## config.mk

```make
export PLATFORM = sky130hd
export DESIGN_NAME = ea_gen
export DESIGN_NICKNAME = d
export VERILOG_FILES = /design/src/rtl/ea_gen.sv
export SDC_FILE = /design/constraint.sdc
export NUM_CORES = 1
export LEC_CHECK = 0
export ABC_AREA = 1
export BUFFER_PORTS_ARGS = -buffer_cell sky130_fd_sc_hd__buf_4
export CAP_MARGIN = 20
export CORE_MARGIN = 2
export CORE_UTILIZATION = 53
export DETAILED_ROUTE_END_ITERATION = 12
export PLACE_DENSITY = 0.8
export SLEW_MARGIN = 10
export SYNTH_ARGS = -nofsm -noshare
export SYNTH_HDL_FRONTEND = slang
export SYNTH_SLANG_ARGS = --single-unit
```

## constraint.sdc

```tcl
create_clock -name clk -period 3.8 [get_ports clk]
set_clock_uncertainty 0.05 [all_clocks]
set_input_delay 0.95 -clock clk [delete_from_list [all_inputs] [get_ports clk]]
set_output_delay 0.95 -clock clk [all_outputs]
set_load 0.03 [all_outputs]
```

## src/rtl/ea_gen.sv

```systemverilog
module ea_gen #(
  parameter int AW  = 17,
  parameter int WW  = 18,
  parameter int OPW = 4,
  parameter int FW  = 12,
  parameter int IW  = 15,
  parameter logic [(1<<OPW)-1:0] NOMEM_MASK = {3'b111, {((1<<OPW)-3){1'b0}}}
) (
  input  logic          clk,
  input  logic          rst_n,
  input  logic          start,
  input  logic [WW-1:0] instr,
  input  logic [AW-1:0] pc,
  input  logic [AW-1:0] xr,
  output logic          busy,
  output logic          done,
  output logic          no_addr,
  output logic [AW-1:0] ea,
  output logic          mem_req,
  output logic [AW-1:0] mem_addr,
  input  logic          mem_ack,
  input  logic [WW-1:0] mem_rdata
);
  localparam int IND_BIT = WW - OPW - 1;
  localparam int IDX_BIT = WW - OPW - 2;

  wire [OPW-1:0] op       = instr[WW-1 -: OPW];
  wire           ind      = instr[IND_BIT];
  wire           idx      = instr[IDX_BIT];
  wire [AW-1:0]  dir_addr = {pc[AW-1:FW], instr[FW-1:0]};
  wire           nomem    = NOMEM_MASK[op];
  wire           accept   = start && !busy;

  logic             idx_q;
  logic [AW-1:IW]   pc_hi_q;
  logic [AW-1:0]    xr_q;

  wire [AW-1:0] ptr = {pc_hi_q, mem_rdata[IW-1:0]};
  wire unused_bits  = ^{pc[FW-1:0], mem_rdata[WW-1:IW]};

  always_ff @(posedge clk) begin
    if (!rst_n) begin
      busy     <= 1'b0;
      done     <= 1'b0;
      no_addr  <= 1'b0;
      ea       <= '0;
      mem_req  <= 1'b0;
      mem_addr <= '0;
      idx_q    <= 1'b0;
      pc_hi_q  <= '0;
      xr_q     <= '0;
    end else begin
      done    <= 1'b0;
      no_addr <= 1'b0;
      if (accept) begin
        if (nomem) begin
          done    <= 1'b1;
          no_addr <= 1'b1;
        end else if (ind) begin
          busy     <= 1'b1;
          mem_req  <= 1'b1;
          mem_addr <= dir_addr;
          idx_q    <= idx;
          pc_hi_q  <= pc[AW-1:IW];
          xr_q     <= xr;
        end else begin
          done <= 1'b1;
          ea   <= idx ? dir_addr + xr : dir_addr;
        end
      end else if (busy && mem_ack) begin
        busy    <= 1'b0;
        mem_req <= 1'b0;
        done    <= 1'b1;
        ea      <= idx_q ? ptr + xr_q : ptr;
      end
    end
  end
endmodule

```

==> results.txt <==
The detailed router used layers up to and including met4. The largest voltage drop on the vdd net came out at 0.166 mV. After detailed routing, the met3 layer carries 963 microns of wire. The wire length on met2 is 5.61 mm.

The total instance count after detailed placement is 938. The total wire length came out at 12.4 mm. Dividing the detail-routed wire length by the instance count gives 13.2 microns. The overall die area came out at 9110 sq um.

The critical setup path kind is input pin to flip-flop. The number of I/O port buffers came out at 96. On the worst path, the slowest cell contributes a delay of 410 ps. The clock sink count is 55. The total of flip-flops plus latches after synthesis is 55. The number of global-route vias before repair came out at 4389. The instance count along the most critical hold path came out at 2.

The die outline width came out at 95.5 microns. The antenna cell count came out at 0. After routing, the total negative slack on setup checks comes to 0 ps. Power spread over the standard cell area amounts to 322 nW/um^2. After synthesis, the share of cell area in mux cells is 0%.

The detailed router finished its first iteration with 355 violations. The total overflow left after global routing is 0. The total track usage is 28.1%. The number of fillers in the final layout is 801. The mapped netlist covers 4430 sq um. The share of the cycle needed by the critical path after routing is 67.4%. The required time of the worst setup path came out at 3970 ps. The worst hold path class is flip-flop to flip-flop. Along the worst path, the maximum fanout reaches 4. The initial core utilization is 54.2%. The cell count after synthesis came out at 761. The hold violation count in the final report was 0. The last weighted congestion value of the routability-driven placer is 0.940. After layout, the minimum clock period comes to 2560 ps. After synthesis, the largest family of logic cells by area is simple AND/OR/NAND/NOR gates. The detailed router put a total of 5.72 mm of wire on met1. The number of antenna violations at the first check in global routing is 0.

Traced cell by cell, the critical path runs through buf_4 > ha_1 > fa_1 > nand2_1 > nand2_1 > nand3_1 > nand2_1 > nand2_1 > nand2_1 > nand2_1 > nand3_1 > nand2_1 > nand3_1 > nand2_1 > inv_1. The post-synthesis compound-gate area fraction is 12.8%. The clock slew seen by the registers of the worst setup and hold paths is 100 ps. Setup repair after global routing left no endpoint under its margin. The global-route wire length before repair is 20.4 mm. The remaining design rule violation count is 0. The die extent in y came out at 95.5 microns. The count of TritonRoute iterations in the first routing pass came out at 5. The routed layout has 4898 vias. The worst setup path is captured at a flip-flop. The number of H-tree branching levels is 2. The fmax came out at 390 MHz. The number of buffers added by the clock tree synthesis step came out at 5. The number of top-level pins is 112. The synthesized area divided by synthesized cell count is 5.83 sq um. Cells with a size suffix above 1 make up 13.9% of the layout.

The latest clock arrival within the worst-skew pair is 310 ps. The static leakage is 2.93 nW. Measured in cells, the most critical reg-to-reg path has a length of 14. Counting every net in the synthesized netlist gives 869. The post-CTS setup buffer count is 0. The finished layout holds 945 standard cells, fillers aside. The area growth from synthesis to layout came out at 18.6%. The number of nets in the final layout came out at 948. TritonCTS built the clock tree. Sequential cells were found to cover 24.8% of the synthesized design area. The max-slew violation total from the final report came out at 0.

Entering global routing, the biggest net connects 46 pins. During synthesis, Yosys emitted a total of 0 warnings. The data arrival at the endpoint of the critical path came out at 2740 ps. The share of the core filled with cells is 64.3%. The remaining max-slew budget at the tightest pin is 44.2%. The area of the placeable core is 8180 sq um. The via count normalized by instance count is 5.18. The root buffer cell is sky130_fd_sc_hd__clkbuf_8. The cell repeated most along the worst path is sky130_fd_sc_hd__nand2_1. The critical path startpoint category is an input pin. The number of setup violations in the final report is 0. The flow ran to the end, and the final reports show no timing, DRC or antenna violations. The clock tree buffer depth is 2. At the pin with the least slew margin, the transition time is 835 ps. The number of different library cells in the post-synthesis netlist came out at 30. The number of max-cap violations came out at 0.

The quantity of gates resized following cts came out at 0. The synthesized-area fraction occupied by adder cells is 9.93%. The xor/xnor cell area share of the yosys netlist is 1.38%. The HPWL after detailed placement is 9.54 mm.

The basic-gate share of the synthesized area counting and, or, nand and nor cells came out at 38.7%. In this run the core area contains 33 standard-cell rows. The slowest stage of the critical path belongs to the cell sky130_fd_sc_hd__fa_1. The cts-stage hold buffer count came out at 0. The remaining number of nets flagged by the antenna check after routing came out at 0.
## cells in the mapped netlist
master | instances | area, sq um
sky130_fd_sc_hd__nand2_1 | 210 | 788
sky130_fd_sc_hd__inv_1 | 105 | 394
sky130_fd_sc_hd__nand3b_1 | 3 | 22.5
sky130_fd_sc_hd__a21oi_1 | 36 | 180
sky130_fd_sc_hd__a32o_1 | 1 | 10.0
sky130_fd_sc_hd__fa_1 | 2 | 40.0
sky130_fd_sc_hd__buf_6 | 5 | 56.3
sky130_fd_sc_hd__o211ai_2 | 1 | 12.5
sky130_fd_sc_hd__o21ai_2 | 1 | 8.76
sky130_fd_sc_hd__a21oi_2 | 2 | 17.5
sky130_fd_sc_hd__or2_2 | 4 | 25.0
sky130_fd_sc_hd__o21ai_1 | 6 | 30.0
sky130_fd_sc_hd__buf_4 | 2 | 15.0
sky130_fd_sc_hd__nor3_1 | 10 | 50.1
sky130_fd_sc_hd__o211ai_1 | 3 | 22.5
sky130_fd_sc_hd__nand3_1 | 52 | 260
sky130_fd_sc_hd__xor2_1 | 4 | 35.0
sky130_fd_sc_hd__buf_2 | 2 | 10.0
sky130_fd_sc_hd__nand2_4 | 1 | 11.3
sky130_fd_sc_hd__inv_2 | 1 | 3.75
sky130_fd_sc_hd__o21ai_0 | 53 | 265
sky130_fd_sc_hd__xnor2_1 | 3 | 26.3
sky130_fd_sc_hd__clkbuf_1 | 16 | 60.1
sky130_fd_sc_hd__a31oi_1 | 3 | 18.8
sky130_fd_sc_hd__nand3_2 | 1 | 10.0
sky130_fd_sc_hd__inv_4 | 2 | 12.5
sky130_fd_sc_hd__ha_1 | 32 | 400
sky130_fd_sc_hd__and2_1 | 1 | 6.26
sky130_fd_sc_hd__nor2_1 | 144 | 541
sky130_fd_sc_hd__dfxtp_1 | 55 | 1100
## power by group
group / internal (mW) / total [mW] / switching, mW
Clock: 0.193 / 0.392 / 0.199
Combinational: 0.241 / 0.648 / 0.407
Sequential: 0.623 / 0.656 / 0.0326
Total: 1.06 / 1.70 / 0.639
## flip-flops by register name, indices dropped and copies added, names as in the netlist
signal    cells
xr_q         17
mem_req       1
done          1
mem_addr     17
ea           17
idx_q         1
no_addr       1
## worst max-delay path, delay by kind of cell
| kind | cells | cell delay (ps) |
|---|---|---|
| and+or+nand+nor | 11 | 1020 |
| buffers and inverters | 2 | 140 |
| adders and majority gates | 2 | 630 |
## layout make-up
cell class | count | area, sq um | area share (%)
clock inverters | 2 | 37.5 | 0.714
inverters | 108 | 410 | 7.80
clock buffers | 5 | 68.8 | 1.31
repair buffers | 97 | 728 | 13.8
well taps | 105 | 131 | 2.50
flip-flops and latches | 55 | 1100 | 20.9
multi-input cells | 573 | 2780 | 52.9
## metal layers
metal  vias to the layer above  GRT usage [%]
met5                         -              0
met1                      2180           40.1
met3                        11           3.95
met2                       169           44.8
li1                       2538              -
met4                         0           6.90
## per-stage QoR
| stage | instance area (sq um) | setup slack [ps] | power, mW | hold WS (ps) |
|---|---|---|---|---|
| after floorplan | 4430 | 1360 | 1.11 | 408 |
| after global placement | 5150 | 989 | 1.29 | 415 |
| after detailed placement | 5150 | 920 | 1.31 | 425 |
| after CTS | 5260 | 1260 | 1.69 | 446 |
| after global routing | 5260 | 1070 | 1.81 | 466 |
| final | 5260 | 1240 | 1.70 | 441 |
## placed cells by master (no fill, tap or decap), drive strengths merged
cell,instances
nand2,211
nor2,144
inv,108
buf,97
o21ai,60
dfxtp,55
nand3,53
a21oi,38
ha,32
nor3,10
clkbuf,5
or2,4
xor2,4
o211ai,4
nand3b,3
xnor2,3
a31oi,3
fa,2
and2,1
a32o,1
bufinv,1
clkinvlp,1
## kinds of logic (layout without fill, tap and decap cells)
family	after synthesis	count (layout)
fa+ha+maj	34	34
xor+xnor	7	7
flops	55	55
simple gates	426	426
buf+inv	133	212
compound gates	106	106
## path summary, 6_finish.rpt
kind                            startpoint                       end  slack [ps]
setup / recovery              mem_rdata[0]       ea[12]$_SDFFE_PN0P_        1240
hold / removal    mem_addr[3]$_SDFFE_PN0P_  mem_addr[3]$_SDFFE_PN0P_         440
setup reg to reg      xr_q[0]$_SDFFE_PN0P_       ea[12]$_SDFFE_PN0P_        1680
hold reg to reg   mem_addr[3]$_SDFFE_PN0P_  mem_addr[3]$_SDFFE_PN0P_         440
No activity file was read; power rests on OpenSTA's default activity.
